$ cat config.mk
export PLATFORM = sky130hd
export DESIGN_NAME = wnb_bridge
export DESIGN_NICKNAME = d
export VERILOG_FILES = /design/src/rtl/wnb_pkg.sv /design/src/rtl/wnb_lane_plan.sv /design/src/rtl/wnb_sequencer.sv /design/src/rtl/wnb_write_steer.sv /design/src/rtl/wnb_read_merge.sv /design/src/rtl/wnb_bridge.sv
export SDC_FILE = /design/constraint.sdc
export NUM_CORES = 1
export LEC_CHECK = 0
export ABC_CLOCK_PERIOD_IN_PS = 2800
export BUFFER_PORTS_ARGS = -buffer_cell sky130_fd_sc_hd__clkbuf_2
export CAP_MARGIN = 0
export CORE_ASPECT_RATIO = 2
export CORE_MARGIN = 2
export CORE_UTILIZATION = 41
export DETAILED_ROUTE_END_ITERATION = 7
export PLACE_DENSITY = 0.72
export SETUP_SLACK_MARGIN = 0.4
export SLEW_MARGIN = 25
export SYNTH_ARGS = -nofsm -noshare
export SYNTH_HDL_FRONTEND = slang
export SYNTH_HIERARCHICAL = 1
export SYNTH_SLANG_ARGS = --single-unit
$ cat constraint.sdc
create_clock -name clk -period 2.8 [get_ports clk]
set_input_delay 0.28 -clock clk [delete_from_list [all_inputs] [get_ports clk]]
set_output_delay 0.28 -clock clk [all_outputs]
set_load 0.03 [all_outputs]
$ cat src/rtl/wnb_pkg.sv
`timescale 1ns/1ps
package wnb_pkg;
  // Byte lanes of the wide bus; lane 0 is the upper half / even address.
  localparam int unsigned LANES  = 2;
  localparam int unsigned LANE_W = $clog2(LANES);

  typedef enum logic [1:0] {
    SEQ_IDLE,
    SEQ_XFER,
    SEQ_ACK,
    SEQ_HOLD
  } seq_state_e;

  // First lane to serve: even byte when the upper strobe is active.
  function automatic logic [LANE_W-1:0] lead_lane(input logic up, input logic lo);
    return (up || !lo) ? '0 : LANE_W'(1);
  endfunction

  // A second transfer follows only when both strobes are active.
  function automatic logic needs_second(input logic up, input logic lo);
    return up && lo;
  endfunction
endpackage

$ cat src/rtl/wnb_lane_plan.sv
`timescale 1ns/1ps
module wnb_lane_plan
  import wnb_pkg::*;
(
  input  logic              up_stb,
  input  logic              lo_stb,
  output logic              any_stb,
  output logic [LANE_W-1:0] first_lane,
  output logic              two_lanes
);
  always_comb begin
    any_stb    = up_stb | lo_stb;
    first_lane = lead_lane(up_stb, lo_stb);
    two_lanes  = needs_second(up_stb, lo_stb);
  end
endmodule

$ cat src/rtl/wnb_sequencer.sv
`timescale 1ns/1ps
module wnb_sequencer
  import wnb_pkg::*;
#(
  parameter int unsigned BASE_W = 23
) (
  input  logic              clk,
  input  logic              rst_n,
  input  logic [BASE_W-1:0] h_addr,
  input  logic              h_ustb,
  input  logic              h_lstb,
  input  logic              h_rd,
  input  logic              n_rdy,
  output logic              n_req,
  output logic              n_we,
  output logic [LANE_W-1:0] cur_lane,
  output logic [BASE_W-1:0] cur_base,
  output logic [LANES-1:0]  lane_used,
  output logic              h_ack,
  output logic              start_evt,
  output logic              xfer_done,
  output logic              is_read
);
  seq_state_e        state_q;
  logic [LANE_W-1:0] lane_q;
  logic [BASE_W-1:0] base_q;
  logic              rd_q;
  logic              second_q;
  logic              abort_q;
  logic [LANES-1:0]  used_q;

  logic              any_stb;
  logic [LANE_W-1:0] first_lane;
  logic              two_lanes;
  logic              abort_now;
  logic              advance_evt;

  wnb_lane_plan u_plan (
    .up_stb     (h_ustb),
    .lo_stb     (h_lstb),
    .any_stb    (any_stb),
    .first_lane (first_lane),
    .two_lanes  (two_lanes)
  );

  always_comb begin
    start_evt   = (state_q == SEQ_IDLE) && any_stb;
    xfer_done   = (state_q == SEQ_XFER) && n_rdy;
    abort_now   = abort_q || !any_stb;
    advance_evt = xfer_done && !abort_now && second_q;
    n_req       = (state_q == SEQ_XFER);
    n_we        = !rd_q;
    h_ack       = (state_q == SEQ_ACK);
    cur_lane    = lane_q;
    cur_base    = base_q;
    lane_used   = used_q;
    is_read     = rd_q;
  end

  always_ff @(posedge clk) begin
    if (!rst_n) begin
      state_q  <= SEQ_IDLE;
      lane_q   <= '0;
      base_q   <= '0;
      rd_q     <= 1'b1;
      second_q <= 1'b0;
      abort_q  <= 1'b0;
      used_q   <= '0;
    end else begin
      unique case (state_q)
        SEQ_IDLE: begin
          if (any_stb) begin
            base_q   <= h_addr;
            rd_q     <= h_rd;
            lane_q   <= first_lane;
            second_q <= two_lanes;
            used_q   <= {h_ustb, h_lstb};
            abort_q  <= 1'b0;
            state_q  <= SEQ_XFER;
          end
        end
        SEQ_XFER: begin
          if (!any_stb) abort_q <= 1'b1;
          if (n_rdy) begin
            if (abort_now) begin
              state_q <= SEQ_HOLD;
            end else if (second_q) begin
              lane_q   <= lane_q + LANE_W'(1);
              second_q <= 1'b0;
            end else begin
              state_q <= SEQ_ACK;
            end
          end
        end
        SEQ_ACK:  state_q <= SEQ_HOLD;
        SEQ_HOLD: if (!any_stb) state_q <= SEQ_IDLE;
        default:  state_q <= SEQ_IDLE;
      endcase
    end
  end


  reset_quiet_chk: assert property (@(posedge clk) $rose(rst_n) |-> !n_req && !h_ack);


  req_hold_chk: assert property (@(posedge clk) disable iff (!rst_n)
    n_req && !n_rdy |=> n_req && $stable(lane_q) && $stable(base_q) && $stable(n_we));


  odd_follows_even_chk: assert property (@(posedge clk) disable iff (!rst_n)
    advance_evt |=> n_req && (cur_lane == LANE_W'(1)) && !h_ack);


  ack_pulse_chk: assert property (@(posedge clk) disable iff (!rst_n)
    h_ack |=> !h_ack && !n_req);


  abort_quiet_chk: assert property (@(posedge clk) disable iff (!rst_n)
    xfer_done && abort_now |=> !h_ack && !n_req);


  hold_no_restart_chk: assert property (@(posedge clk) disable iff (!rst_n)
    (state_q == SEQ_HOLD) && any_stb |=> !n_req);
endmodule

$ cat src/rtl/wnb_write_steer.sv
`timescale 1ns/1ps
module wnb_write_steer
  import wnb_pkg::*;
#(
  parameter int unsigned BYTE_W = 8
) (
  input  logic                    clk,
  input  logic                    rst_n,
  input  logic                    start_evt,
  input  logic [LANES*BYTE_W-1:0] h_wdata,
  input  logic [LANE_W-1:0]       lane,
  output logic [BYTE_W-1:0]       n_wdata
);
  logic [LANES*BYTE_W-1:0] word_q;
  logic [BYTE_W-1:0]       slice [LANES];

  always_ff @(posedge clk) begin
    if (!rst_n)         word_q <= '0;
    else if (start_evt) word_q <= h_wdata;
  end

  // Lane 0 is the most significant byte of the wide word.
  for (genvar g = 0; g < LANES; g++) begin : g_slice
    assign slice[g] = word_q[(LANES-1-g)*BYTE_W +: BYTE_W];
  end

  assign n_wdata = slice[lane];
endmodule

$ cat src/rtl/wnb_read_merge.sv
`timescale 1ns/1ps
module wnb_read_merge
  import wnb_pkg::*;
#(
  parameter int unsigned BYTE_W = 8
) (
  input  logic                    clk,
  input  logic                    rst_n,
  input  logic                    start_evt,
  input  logic                    xfer_done,
  input  logic                    is_read,
  input  logic [LANE_W-1:0]       lane,
  input  logic [BYTE_W-1:0]       n_rdata,
  output logic [LANES*BYTE_W-1:0] h_rdata
);
  for (genvar g = 0; g < LANES; g++) begin : g_lane
    logic [BYTE_W-1:0] byte_q;
    always_ff @(posedge clk) begin
      if (!rst_n)
        byte_q <= '1;
      else if (start_evt)
        byte_q <= '1;
      else if (xfer_done && is_read && (lane == LANE_W'(g)))
        byte_q <= n_rdata;
    end
    assign h_rdata[(LANES-1-g)*BYTE_W +: BYTE_W] = byte_q;
  end
endmodule

$ cat src/rtl/wnb_bridge.sv
`timescale 1ns/1ps
module wnb_bridge
  import wnb_pkg::*;
#(
  parameter int unsigned HOST_AW = 23,
  parameter int unsigned BYTE_W  = 8
) (
  input  logic                      clk,
  input  logic                      rst_n,
  input  logic [HOST_AW-1:0]        h_addr,
  input  logic                      h_ustb,
  input  logic                      h_lstb,
  input  logic                      h_rd,
  input  logic [2*BYTE_W-1:0]       h_wdata,
  output logic [2*BYTE_W-1:0]       h_rdata,
  output logic                      h_ack,
  output logic [HOST_AW+LANE_W-1:0] n_addr,
  output logic [BYTE_W-1:0]         n_wdata,
  input  logic [BYTE_W-1:0]         n_rdata,
  output logic                      n_we,
  output logic                      n_req,
  input  logic                      n_rdy
);
  logic [LANE_W-1:0]  cur_lane;
  logic [HOST_AW-1:0] cur_base;
  logic [LANES-1:0]   lane_used;
  logic               start_evt;
  logic               xfer_done;
  logic               is_read;

  wnb_sequencer #(.BASE_W(HOST_AW)) u_seq (
    .clk       (clk),
    .rst_n     (rst_n),
    .h_addr    (h_addr),
    .h_ustb    (h_ustb),
    .h_lstb    (h_lstb),
    .h_rd      (h_rd),
    .n_rdy     (n_rdy),
    .n_req     (n_req),
    .n_we      (n_we),
    .cur_lane  (cur_lane),
    .cur_base  (cur_base),
    .lane_used (lane_used),
    .h_ack     (h_ack),
    .start_evt (start_evt),
    .xfer_done (xfer_done),
    .is_read   (is_read)
  );

  wnb_write_steer #(.BYTE_W(BYTE_W)) u_wr (
    .clk       (clk),
    .rst_n     (rst_n),
    .start_evt (start_evt),
    .h_wdata   (h_wdata),
    .lane      (cur_lane),
    .n_wdata   (n_wdata)
  );

  wnb_read_merge #(.BYTE_W(BYTE_W)) u_rd (
    .clk       (clk),
    .rst_n     (rst_n),
    .start_evt (start_evt),
    .xfer_done (xfer_done),
    .is_read   (is_read),
    .lane      (cur_lane),
    .n_rdata   (n_rdata),
    .h_rdata   (h_rdata)
  );

  // The strobe-derived lane becomes the missing low address bit.
  assign n_addr = {cur_base, cur_lane};


  upper_only_fill_chk: assert property (@(posedge clk) disable iff (!rst_n)
    h_ack && is_read && !lane_used[0] |-> h_rdata[BYTE_W-1:0] == '1);


  lower_only_fill_chk: assert property (@(posedge clk) disable iff (!rst_n)
    h_ack && is_read && !lane_used[1] |-> h_rdata[2*BYTE_W-1:BYTE_W] == '1);


  wdata_hold_chk: assert property (@(posedge clk) disable iff (!rst_n)
    n_req && !n_rdy |=> $stable(n_wdata) && $stable(n_addr));
endmodule

==> qor.yml <==
worst_ep_required_time_ns: 3.01
drt-wirelength-per-cell_um: 12.33
row_count: 42
drc: 0
detail_route.iter0.violations: 144
die_h_um: 119.0
cts.path.max_buffers: 2
cellPowerDensity_nw_per_um2: 1033
slowest_delay_ns: 0.39
post_synth.cell_area_avg_um2: 9.753
antenna_viol_nets_final: 0
post_dp_hpwl_um: 4084
netlist_area_um2: 2711
finalHoldViolations: 0
timing.critical_path.fanout_max: 26
final_core_utilization: 0.5465
cts-buffers-inserted: 9
final_cells: 470
firstDrtPassIters: 4
vias_in_the_first_global_route: 2105
yosysWarnings: 6
crit_family: "buffers and inverters"
synthToLayoutAreaGrowth_pct: 31.33
initial_antenna_violation_count: 0
layout-drive-gt1-share: 0.3796
die_w_um: 61.50
result_of_the_run: "finished, final reports clean"
global_route.usage.total: 0.1658
tightestPinTransition_ns: 0.5697
insertion_delay_ns: 0.32
seq_area_um2: 1221
grt_pass1_wl_um: 9266
fp.coreArea_um2: 6516
drt-total-wl_um: 5797
die-area_um2: 7319
finalSetupViolCount: 0
setup.worst_path.end_class: "flop"
maximum_number_of_pins_on_one_net_before_global_route_repair: 31
rsz_0062_raised_after_global_routing: "no"
clock_skew_ns: 0.006132
io_buffers: 103
min_path_type: "input pin to flop"
number_of_max_slew_violations_in_the_final_report: 0
max_cap_viol_count: 0
initial_utilization: 0.4161
timing.critical_path.from_type: "flop"
viasPerCell: 4.749
worst_ir_drop_vdd_mv: 0.5540
totalNegativeSetupSlack_ns: 0
dr_total_vias: 2232
depth_of_the_critical_timing_path_with_buffers_and_inverters_included: 7
dpl.cell_count: 454
max_h_tree_level: 3
worstPathBufferInverterCount: 3
cts_repair_resize_count: 0
critical_path.slowest_cell: "inv_2"
critPathKind: "flop to flop"
post_cts_setup_driven_buffer_insertion_count: 0
syn_inst: 278
cts_sinks: 61
min_period_ns: 1.991
multi_input_area_um2: 1340
layout_commonest_cell: "clkbuf_2"
path_cells: "inv_1 > ha_1 > nand2_1 > inv_2 > buf_4 > mux2i_1 > nor2b_1"
final.fill_count: 663
min_path_cells: 3
final_weighted_congestion_in_routability_driven_placement: 0.7212
min_period_over_period: 0.7111
fmax_mhz: 502.2
num-nets-final: 436
power.static_leakage_nw: 1.642
headroom_to_the_max_slew_limit: 0.6197
cts_hold_buffers: 0
final_cell_mix: "clkbuf_2 (103), dfxtp_1 (61), nand2_1 (54), mux2i_1 (34), a21oi_1 (27)"
rr_worst_depth: 7
num_ports: 104
grt_remaining_overflow: 0
postSynthNetCount: 337
antenna-diode-count: 0
timing.critical_path.arrival_ns: 2.20
cts.clk_slew.worst_paths_ns: 0.05
tritoncts: "yes"
final.hold.worst_slack_ns: 0.1714
ctsRootBufferMaster: "clkbuf_16"
-- path summary, 6_finish.rpt --
path | startpoint | endpoint | slack [ns]
hold reg to reg | u_seq/cur_base[18] | u_seq/cur_base[18] | 0.45
hold / removal | h_addr[9] | u_seq/cur_base[9] | 0.17
setup / recovery | u_seq/state_q[0] | u_wr/slice[13] | 0.81
setup reg to reg | u_seq/state_q[0] | u_wr/slice[13] | 0.81
-- worst reg2reg max path: stages (launching register included) --
cell,delay [ns]
dfxtp_1,0.35
inv_1,0.14
ha_1,0.22
nand2_1,0.09
inv_2,0.39
buf_4,0.36
mux2i_1,0.26
nor2b_1,0.07
-- power by group --
part	switching, mW	internal, mW
clock network	0.386	0.800
registers	0.118	1.04
logic	0.855	0.480
-- layer usage --
layer,global-route usage,part of all wire,vias to the layer above
li1,-,-,1137
met5,0,0,-
met2,0.2447,0.46,83
met1,0.2070,0.44,1004
met4,0.07181,0.017,0
met3,0.06840,0.091,8
-- final cells by class --
type / instances / share of cell area
repair buffers: 107 / 0.1532
clock inverters: 6 / 0.02424
inverters: 5 / 0.005271
clock buffers: 10 / 0.06711
well taps: 88 / 0.03092
multi-input cells: 193 / 0.3763
flip-flops and latches: 61 / 0.3429
-- sequential cells by signal, indices dropped and copies added (netlist names) --
name and cells:
u_rd/g_lane.byte_q 16, u_seq/is_read 1, u_seq/second_q 1, u_seq/abort_q 1, u_seq/cur_lane 1, u_seq/cur_base 23, u_wr/slice 16, u_seq/state_q 2
-- metrics by stage --
step / worst slack, ns / area (um^2) / power (mW)
floorplan: 0.8412 / 2711 / 2.261
global placement: 0.8799 / 3236 / 2.503
detailed placement: 0.8029 / 3236 / 2.521
CTS: 0.7955 / 3561 / 3.728
global route: 0.5881 / 3561 / 3.914
finish: 0.8088 / 3561 / 3.677
No activity file was read; power rests on OpenSTA's default activity.
